### config.mk
export PLATFORM = sky130hd
export DESIGN_NAME = coh_dir_lookup
export DESIGN_NICKNAME = d
export VERILOG_FILES = /design/src/rtl/dir_pkg.sv /design/src/rtl/dir_ctrl.sv /design/src/rtl/dir_path.sv /design/src/rtl/coh_dir_lookup.sv
export SDC_FILE = /design/constraint.sdc
export NUM_CORES = 1
export LEC_CHECK = 0
export ABC_AREA = 1
export ABC_CLOCK_PERIOD_IN_PS = 10500
export BUFFER_PORTS_ARGS = -buffer_cell sky130_fd_sc_hd__clkbuf_2
export CAP_MARGIN = 20
export CORE_ASPECT_RATIO = 1.5
export CORE_MARGIN = 3
export CORE_UTILIZATION = 45
export DETAILED_ROUTE_END_ITERATION = 10
export GPL_ROUTABILITY_DRIVEN = 1
export SYNTH_ARGS = -nofsm -noshare
export SYNTH_HDL_FRONTEND = slang
export SYNTH_SLANG_ARGS = --single-unit
### constraint.sdc
create_clock -name clk -period 10.5 [get_ports clk]
set_clock_uncertainty 0.15 [all_clocks]
set_input_delay 2.1 -clock clk [delete_from_list [all_inputs] [get_ports clk]]
set_output_delay 2.1 -clock clk [all_outputs]
set_load 0.02 [all_outputs]
### src/rtl/dir_pkg.sv
package dir_pkg;

  // Coarse directory state stored with every memory line
  typedef enum logic [1:0] {
    MEM_LOCAL    = 2'b00,
    MEM_SNOOPALL = 2'b01,
    MEM_SHARED   = 2'b10,
    MEM_SPARE    = 2'b11
  } memState_e;

  // Kind of snoop decision
  typedef enum logic [1:0] {
    SNP_NONE   = 2'b00,
    SNP_TARGET = 2'b01,
    SNP_BCAST  = 2'b10
  } snoopKind_e;

  // Strobes from control to datapath
  typedef struct packed {
    logic capture;
    logic finishHit;
    logic finishMiss;
  } dirStrobe_t;

endpackage

### src/rtl/dir_ctrl.sv
module dir_ctrl
  import dir_pkg::*;
(
  input  logic       clk,
  input  logic       rstN,
  input  logic       reqValid,
  input  logic       rspReady,
  input  logic       memStateValid,
  input  logic       lookupHit,
  output logic       reqReady,
  output logic       rspValid,
  output dirStrobe_t strobe
);

  typedef enum logic [1:0] {
    ST_IDLE,
    ST_LOOKUP,
    ST_WAITMEM,
    ST_RESP
  } ctrlState_e;

  ctrlState_e state, nextState;

  always_comb begin
    nextState = state;
    strobe    = '0;
    case (state)
      ST_IDLE: begin
        if (reqValid) begin
          strobe.capture = 1'b1;
          nextState      = ST_LOOKUP;
        end
      end
      ST_LOOKUP: begin
        if (lookupHit) begin
          strobe.finishHit = 1'b1;
          nextState        = ST_RESP;
        end else begin
          nextState = ST_WAITMEM;
        end
      end
      ST_WAITMEM: begin
        if (memStateValid) begin
          strobe.finishMiss = 1'b1;
          nextState         = ST_RESP;
        end
      end
      default: begin
        if (rspReady) nextState = ST_IDLE;
      end
    endcase
  end

  always_ff @(posedge clk) begin
    if (!rstN) state <= ST_IDLE;
    else       state <= nextState;
  end

  assign reqReady = (state == ST_IDLE);
  assign rspValid = (state == ST_RESP);


  lookup_delay_chk: assert property (@(posedge clk) disable iff (!rstN)
    (reqValid && reqReady) |=> !rspValid);


  miss_wait_chk: assert property (@(posedge clk) disable iff (!rstN)
    (state == ST_WAITMEM && !memStateValid) |=> !rspValid);

endmodule

### src/rtl/dir_path.sv
module dir_path
  import dir_pkg::*;
#(
  parameter int ADDR_W = 16,
  parameter int SETS   = 4,
  parameter int WAYS   = 2,
  parameter int AGENTS = 8
) (
  input  logic                      clk,
  input  logic                      rstN,
  input  dirStrobe_t                strobe,
  input  logic [ADDR_W-1:0]         reqAddr,
  input  logic [$clog2(AGENTS)-1:0] reqAgent,
  input  logic                      reqOwn,
  input  logic [1:0]                memState,
  output logic                      lookupHit,
  output logic [AGENTS-1:0]         rspMask,
  output logic [1:0]                rspKind,
  output logic                      wrPend,
  output logic [ADDR_W-1:0]         memWrAddr,
  output logic [1:0]                memWrState
);

  localparam int IDX_W = $clog2(SETS);
  localparam int TAG_W = ADDR_W - IDX_W;
  localparam int WAY_W = (WAYS > 1) ? $clog2(WAYS) : 1;
  localparam int AG_W  = $clog2(AGENTS);

  // Captured request
  logic [ADDR_W-1:0] curAddr;
  logic [AG_W-1:0]   curAgent;
  logic              curOwn;

  // Directory cache storage
  logic [TAG_W-1:0]  tagArr   [SETS][WAYS];
  logic [AGENTS-1:0] vecArr   [SETS][WAYS];
  logic              validArr [SETS][WAYS];
  logic [WAY_W-1:0]  ageArr   [SETS][WAYS];

  logic [IDX_W-1:0]  curSet;
  logic [TAG_W-1:0]  curTag;
  logic [AGENTS-1:0] reqOneHot;
  logic [WAYS-1:0]   matchVec;
  logic [WAY_W-1:0]  hitWay, victimWay, touchWay;
  logic              victimFree, doTouch;

  assign curSet    = curAddr[IDX_W-1:0];
  assign curTag    = curAddr[ADDR_W-1:IDX_W];
  assign reqOneHot = AGENTS'(1) << curAgent;

  function automatic logic [1:0] coarseOf(input logic [AGENTS-1:0] v);
    if ($countones(v) == 0)      return MEM_LOCAL;
    else if ($countones(v) == 1) return MEM_SNOOPALL;
    else                         return MEM_SHARED;
  endfunction

  // Tag compare and way selection
  always_comb begin
    hitWay = '0;
    for (int w = 0; w < WAYS; w++) begin
      matchVec[w] = validArr[curSet][w] && (tagArr[curSet][w] == curTag);
      if (matchVec[w]) hitWay = WAY_W'(w);
    end
    lookupHit = |matchVec;
  end

  always_comb begin
    victimWay  = '0;
    victimFree = 1'b0;
    for (int w = 0; w < WAYS; w++) begin
      if (!validArr[curSet][w] && !victimFree) begin
        victimWay  = WAY_W'(w);
        victimFree = 1'b1;
      end
    end
    if (!victimFree) begin
      for (int w = 0; w < WAYS; w++) begin
        if (ageArr[curSet][w] == WAY_W'(WAYS - 1)) victimWay = WAY_W'(w);
      end
    end
  end

  assign doTouch  = strobe.finishHit || (strobe.finishMiss && curOwn);
  assign touchWay = strobe.finishHit ? hitWay : victimWay;

  // Decisions
  logic [AGENTS-1:0] hitMask, missMask;
  logic [1:0]        hitKind, missKind;
  logic              missWr;
  logic [ADDR_W-1:0] missWrAddr;
  logic [1:0]        missWrState;

  always_comb begin
    hitMask = vecArr[curSet][hitWay] & ~reqOneHot;
    hitKind = (|hitMask) ? SNP_TARGET : SNP_NONE;
    case (memState)
      MEM_LOCAL: begin
        missMask = '0;
        missKind = SNP_NONE;
      end
      MEM_SHARED: begin
        missMask = curOwn ? '1 : '0;
        missKind = curOwn ? SNP_BCAST : SNP_NONE;
      end
      default: begin
        missMask = '1;
        missKind = SNP_BCAST;
      end
    endcase
    missWr      = 1'b0;
    missWrAddr  = curAddr;
    missWrState = MEM_SHARED;
    if (curOwn) begin
      missWr      = !victimFree;
      missWrAddr  = {tagArr[curSet][victimWay], curSet};
      missWrState = coarseOf(vecArr[curSet][victimWay]);
    end else if (memState == MEM_LOCAL) begin
      missWr = 1'b1;
    end
  end

  // Storage update
  always_ff @(posedge clk) begin
    if (!rstN) begin
      for (int s = 0; s < SETS; s++) begin
        for (int w = 0; w < WAYS; w++) begin
          validArr[s][w] <= 1'b0;
          tagArr[s][w]   <= '0;
          vecArr[s][w]   <= '0;
          ageArr[s][w]   <= WAY_W'(w);
        end
      end
    end else begin
      if (strobe.finishHit) begin
        vecArr[curSet][hitWay] <= curOwn ? reqOneHot
                                         : (vecArr[curSet][hitWay] | reqOneHot);
      end
      if (strobe.finishMiss && curOwn) begin
        validArr[curSet][victimWay] <= 1'b1;
        tagArr[curSet][victimWay]   <= curTag;
        vecArr[curSet][victimWay]   <= reqOneHot;
      end
      if (doTouch) begin
        for (int w = 0; w < WAYS; w++) begin
          if (WAY_W'(w) == touchWay)
            ageArr[curSet][w] <= '0;
          else if (ageArr[curSet][w] < ageArr[curSet][touchWay])
            ageArr[curSet][w] <= ageArr[curSet][w] + 1'b1;
        end
      end
    end
  end

  // Request capture and response registers
  always_ff @(posedge clk) begin
    if (!rstN) begin
      curAddr    <= '0;
      curAgent   <= '0;
      curOwn     <= 1'b0;
      rspMask    <= '0;
      rspKind    <= SNP_NONE;
      wrPend     <= 1'b0;
      memWrAddr  <= '0;
      memWrState <= MEM_LOCAL;
    end else begin
      if (strobe.capture) begin
        curAddr  <= reqAddr;
        curAgent <= reqAgent;
        curOwn   <= reqOwn;
        wrPend   <= 1'b0;
      end
      if (strobe.finishHit) begin
        rspMask <= hitMask;
        rspKind <= hitKind;
        wrPend  <= 1'b0;
      end
      if (strobe.finishMiss) begin
        rspMask    <= missMask;
        rspKind    <= missKind;
        wrPend     <= missWr;
        memWrAddr  <= missWrAddr;
        memWrState <= missWrState;
      end
    end
  end


  tag_unique_chk: assert property (@(posedge clk) disable iff (!rstN)
    $onehot0(matchVec));


  hit_excl_chk: assert property (@(posedge clk) disable iff (!rstN)
    $past(strobe.finishHit) |-> ((rspMask & reqOneHot) == '0));


  none_empty_chk: assert property (@(posedge clk) disable iff (!rstN)
    (rspKind == SNP_NONE) |-> (rspMask == '0));


  bcast_full_chk: assert property (@(posedge clk) disable iff (!rstN)
    (rspKind == SNP_BCAST) |-> (&rspMask));

endmodule

### src/rtl/coh_dir_lookup.sv
module coh_dir_lookup
  import dir_pkg::*;
#(
  parameter int ADDR_W = 16,
  parameter int SETS   = 4,
  parameter int WAYS   = 2,
  parameter int AGENTS = 8
) (
  input  logic                      clk,
  input  logic                      rstN,
  input  logic                      reqValid,
  output logic                      reqReady,
  input  logic [ADDR_W-1:0]         reqAddr,
  input  logic [$clog2(AGENTS)-1:0] reqAgent,
  input  logic                      reqOwn,
  input  logic                      memStateValid,
  input  logic [1:0]                memState,
  output logic                      rspValid,
  input  logic                      rspReady,
  output logic [AGENTS-1:0]         rspMask,
  output logic [1:0]                rspKind,
  output logic                      memWrValid,
  output logic [ADDR_W-1:0]         memWrAddr,
  output logic [1:0]                memWrState
);

  dirStrobe_t strobe;
  logic       lookupHit;
  logic       wrPend;

  dir_ctrl u_ctrl (
    .clk           (clk),
    .rstN          (rstN),
    .reqValid      (reqValid),
    .rspReady      (rspReady),
    .memStateValid (memStateValid),
    .lookupHit     (lookupHit),
    .reqReady      (reqReady),
    .rspValid      (rspValid),
    .strobe        (strobe)
  );

  dir_path #(
    .ADDR_W (ADDR_W),
    .SETS   (SETS),
    .WAYS   (WAYS),
    .AGENTS (AGENTS)
  ) u_path (
    .clk        (clk),
    .rstN       (rstN),
    .strobe     (strobe),
    .reqAddr    (reqAddr),
    .reqAgent   (reqAgent),
    .reqOwn     (reqOwn),
    .memState   (memState),
    .lookupHit  (lookupHit),
    .rspMask    (rspMask),
    .rspKind    (rspKind),
    .wrPend     (wrPend),
    .memWrAddr  (memWrAddr),
    .memWrState (memWrState)
  );

  assign memWrValid = rspValid && wrPend;


  rsp_stable_chk: assert property (@(posedge clk) disable iff (!rstN)
    (rspValid && !rspReady) |=> (rspValid && $stable(rspMask) && $stable(rspKind)
                                 && $stable(memWrValid) && $stable(memWrAddr)));


  busy_block_chk: assert property (@(posedge clk) disable iff (!rstN)
    (rspValid && !rspReady) |=> !reqReady);

endmodule

Word-level counts from Yosys, hierarchy flattened --
Memories as Yosys holds them, arrays and structs flattened. A register that Yosys moved wholly into a read port is not among the register bits. Index checks and enable logic that the tools add are counted.
Word-level totals: bits in registers 51, word-level logic and storage cells 209, memories kept 4, input port bits 27, RAM bits 192
Operators by class: eq/ne operators 9, reduce and logical (&&, ||, !) cells 23, multiplexer cells 123, $lt $le $gt $ge 7, shifts and indexed selects 1, $add $sub $neg 9, bitwise logic cells 24
Memory list:
- u_path.tagArr | depth 4, bits a word 28, read ports 1, clocked after Yosys merged registers in 1, wr ports 4, line dir_path.sv:35 | logic [TAG_W-1:0] tagArr [SETS][WAYS];
- u_path.vecArr | depth 4, bits a word 16, read ports 1, clocked after Yosys merged registers in 1, wr ports 4, line dir_path.sv:36 | logic [AGENTS-1:0] vecArr [SETS][WAYS];
- u_path.ageArr | depth 4, bits a word 2, read ports 1, clocked after Yosys merged registers in 1, wr ports 4, line dir_path.sv:38 | logic [WAY_W-1:0] ageArr [SETS][WAYS];
- u_path.validArr | depth 4, bits a word 2, read ports 1, clocked after Yosys merged registers in 1, wr ports 4, line dir_path.sv:37 | logic validArr [SETS][WAYS];
Operators with widths (count):
- $add 32x32->32 | 3
- $mux 8 | 12
- $mux 28 | 3
- $mux 16 | 5
- $mux 1 | 66
- $mux 14 | 4
- $mux 2 | 26
- $eq 32x2->1 const B | 1
- $logic_not 32->1 | 1
- $eq 14x14->1 | 2
- $reduce_or 28->1 | 1
- $or 1x1->1 | 18
- $demux 8 s1 | 2
- $pmux 8 s2 | 1
- $reduce_or 16->1 | 1
- $demux 14 s1 | 1
- $add 1x1->2 | 4
- $and 8x8->8 | 1
- $not 8->8 | 1
- $or 8x8->8 | 1
- $reduce_or 8->1 | 1
- $shl 1x3->8 const A | 1
- $logic_and 1x1->1 | 7
- $eq 2x2->1 const B | 3
- other kinds (18) | 30

Logic depth before layout (Yosys ltp) --
word-level depth 20, mapped depth 25, mapped depth without buffers 20

Hierarchy --
A second synthesis with hierarchy kept.
Unflattened totals: cells, all modules 1273, area total of the unflattened synthesis 11624.9 sq um
Modules (own cells, without submodules):
- dir_path | cells an instance 1237, area each 11383.4 sq um, times used 1
- dir_ctrl | cells an instance 34, area each 234.0 sq um, times used 1
- coh_dir_lookup | cells an instance 2, area each 7.5 sq um, times used 1

Worst setup path before layout --
Ideal clock, no wire load.
path kind register to register, from register with a tool-made name, to register u_path.memWrState[0], arrival 4.009 ns, stages on the path, launching flop included 23, setup slack 6.220 ns, period minus slack after synthesis 4.280 ns, required time 10.229 ns, library setup time 0.121 ns, path through dfxtp_1 > buf_6 > buf_6 > buf_4 > o21ai_0 > o22a_1 > nand2_1 > nand2_1 > buf_2 > clkbuf_1 > o21ai_0 > ha_1 > fa_1 > inv_1 > fa_1 > inv_1 > ha_1 > inv_1 > fa_1 > nand3b_1 > nor2_1 > a22oi_1 > nor2_1
RTL lines:
- to (signal assigned) | line dir_path.sv:182 | memWrState <= missWrState;
- to (decl) | line dir_path.sv:21 | output logic [1:0] memWrState

==> results.json <==
{
  "power_density_nw_per_um2": 237.9,
  "overflow": 0,
  "dr_total_vias": 9314,
  "grtUsageTotal_pct": 23.92,
  "worstHoldPathType": "flip-flop to flip-flop",
  "synth_cells": 1331,
  "synth_area_leaders": "edfxtp_1 (46%), nand2_1 (11%), dfxtp_1 (10%)",
  "clock.fmax_ghz": 0.1865,
  "synth-async-reset-ratio_pct": 0,
  "slew_violations": 0,
  "cp_max_fo": 65,
  "io_pins": 58,
  "period_minus_slack_ns": 5.362,
  "numCtsBuffers": 24,
  "synth_xor_area_share_pct": 0.4392,
  "syn-mean-instance-area_um2": 8.990,
  "worst_slack_ns": 5.138,
  "fill_cells": 2535,
  "muxShareOfSynthArea_pct": 0.1673,
  "cap_violations": 0,
  "cts_tree": "done",
  "drt_iter0_drc": 668,
  "finalSetupViolations": 0,
  "r2r_end": "u_path.memWrState[0]",
  "design.core.area_um2": 25940,
  "ys_ff_latch": 245,
  "synth_compound_area_share_pct": 9.443,
  "routed_via_density": 5.472,
  "hold_buffers": 0,
  "synth_fp_nets": 1373,
  "worst_pin_slew_ns": 0.9550,
  "nNetsFinal": 1393,
  "avgRoutedWirePerCell_um": 20.18,
  "outcome": "finished clean",
  "postCtsSetupBuffers": 0,
  "period_share_pct": 51.07,
  "crit_arrival_ns": 5.61,
  "rows": 72,
  "routabilityCongestion": 1.006,
  "die_h_um": 205.7,
  "yosysWarningCount": 0,
  "ys_types": 49,
  "grt_max_degree": 95,
  "htreeDepth": 1,
  "cts_num_sinks": 245,
  "firstDrtPassIters": 6,
  "yosys.area_share.simple_pct": 26.27,
  "start_util_pct": 46.12,
  "p_leak_nw": 5.230,
  "synth_edf_count": 183,
  "ff2ff_setup_slack_ns": 5.14,
  "end_kind": "flip-flop",
  "grt_pass1_vias": 9121,
  "synth.most_common_cell": "nand2_1",
  "synth_commonest_cells": "nand2_1 (338), nor2_1 (232), edfxtp_1 (183)",
  "clock_latency_ns": 0.52,
  "synth_top_family_by_area": "simple AND/OR/NAND/NOR gates",
  "finalSetupTns_ns": 0,
  "p_total_mw": 3.123,
  "cts_resized": 0,
  "synth_area_um2": 11970,
  "wl_um": 34350,
  "preCtsSetupSlack_ns": 5.159,
  "yosysSeqAreaShare_pct": 56.30,
  "dieWidth_um": 139.1,
  "synth_area_leader_cell": "edfxtp_1",
  "crit_required_ns": 10.75,
  "areaGrowthSynthToFinish_pct": 9.715,
  "synth_ff_type": "edfxtp_1",
  "antenna_found_initial": 0,
  "dieArea_um2": 28620,
  "hold_viol_final": 0,
  "synthAdderAreaFrac_pct": 1.820,
  "clk_path_buf_depth": 3,
  "ir_worst_vdd_mv": 0.1734,
  "cts-root-buf": "clkbuf_16",
  "critical_path_class": "flip-flop to flip-flop",
  "grt_pass1_wl_um": 52780,
  "antenna_cells": 0,
  "drtAntennaViolNets": 0,
  "drcViolationCount": 0,
  "max-slew-margin-rel_pct": 36.10,
  "yosys.area.top_type_share_pct": 45.93,
  "clkTransAtPathRegs_ns": 0.06,
  "cp-endpoint": "u_path.memWrState[0]",
  "dp_hpwl_um": 24450,
  "portBuffers": 57,
  "ff2ff_path_depth": 20,
  "grt_setup_unrepaired": "no",
  "crit_path_start_kind": "flip-flop",
  "layout-drive-gt1-share_pct": 11.25
}
-- critical path, cell delays in order (launching register included) --
cell	delay [ns]
dfxtp_4	0.61
buf_4	0.64
a21oi_1	0.15
o21ai_1	0.11
nand2_1	0.14
nand2_1	0.09
nand2_1	0.53
nand2_1	0.20
o21ai_0	0.11
ha_1	0.27
fa_1	0.55
inv_1	0.07
fa_1	0.54
inv_1	0.04
ha_1	0.18
inv_1	0.07
fa_1	0.41
nand3b_1	0.10
nor2_1	0.06
a22oi_1	0.13
nor2_1	0.05
-- logic make-up (layout without fill, tap and decap cells) --
kind of cell | count (synthesis) | count (layout)
and+or+nand+nor | 740 | 740
DFF | 245 | 245
AOI/OAI and AO/OA | 186 | 186
buffers and inverters | 137 | 175
adders and majority gates | 15 | 15
xor gates and xnor gates | 6 | 6
muxes | 2 | 2
-- per-stage QoR --
stage / hold WS [ns] / instance area, µm² / std cells / utilization [%]
after floorplan: 0.2723 / 11970 / 1331 / -
final: 0.3048 / 13130 / 1702 / 50.60
after CTS: 0.3013 / 13130 / 1702 / 50.60
after global placement: 0.2999 / 12310 / 1658 / 47.46
after global routing: 0.3106 / 13130 / 1702 / 50.60
after detailed placement: 0.2928 / 12310 / 1658 / 47.46
-- registers in the layout, summed over array words and instances, names as in the netlist, named ones only --
name / count
u_path.memWrAddr: 16
u_path.validArr: 8
u_ctrl.state: 2
u_path.tagArr: 112
u_path.curAgent: 3
u_path.wrPend: 1
u_path.vecArr: 64
u_path.rspKind: 2
u_path.ageArr: 8
u_path.rspMask: 8
u_path.curAddr: 16
u_path.curOwn: 1
u_path.memWrState: 2
-- how the worst min path moves through the flow --
stage,startpoint,endpoint,slack [ns],cells after the start
after floorplan,u_path.validArr[2][0],u_path.validArr[2][0],0.27,2
final,u_path.validArr[0][1],u_path.validArr[0][1],0.30,2
after global routing,u_path.validArr[0][1],u_path.validArr[0][1],0.31,2
after detailed placement,u_path.validArr[0][1],u_path.validArr[0][1],0.29,2
after global placement,u_path.validArr[2][0],u_path.validArr[2][0],0.30,2
after CTS,u_path.validArr[0][1],u_path.validArr[0][1],0.30,2
-- placed cells by master (no fill, tap or decap), types with 5 or more instances in the layout --
master,n
a21oi_1,76
a21oi_4,6
a32o_1,7
a32oi_1,9
and2_2,5
buf_4,6
clkbuf_1,6
clkbuf_16,26
clkbuf_2,57
clkinv_1,12
dfxtp_1,61
edfxtp_1,183
ha_1,11
inv_1,53
nand2_1,338
nand2_2,9
nand2_4,7
nand3_1,116
nor2_1,232
nor3_1,9
o21ai_0,65
o21ai_1,10
or2_2,6
xor2_1,6
-- layer usage --
metal / vias to the layer above / share of wire, % / track usage [%]
li1: 4505 / - / -
met1: 4432 / 37 / 27.05
met2: 292 / 55 / 46.00
met3: 85 / 4.7 / 2.418
met4: 0 / 4.2 / 9.301
met5: - / 0 / 0
-- power breakdown --
part / leakage, nW / switching [mW] / internal, mW
sequential: 2.38 / 0.0760 / 1.11
clock: 0.396 / 0.368 / 0.523
combinational: 2.45 / 0.752 / 0.293
total: 5.23 / 1.20 / 1.93
-- cell type report --
cell class | instances | area, µm² | share of cell area [%]
multi-input cells | 949 | 4563 | 34.76
clock inverters | 9 | 100.1 | 0.7625
flip-flops and latches | 245 | 6740 | 51.34
repair buffers | 63 | 330.3 | 2.516
inverters | 68 | 262.8 | 2.002
well taps | 333 | 416.7 | 3.174
clock buffers | 35 | 714.4 | 5.442
Note: power is estimated with default switching activity, not from simulation.
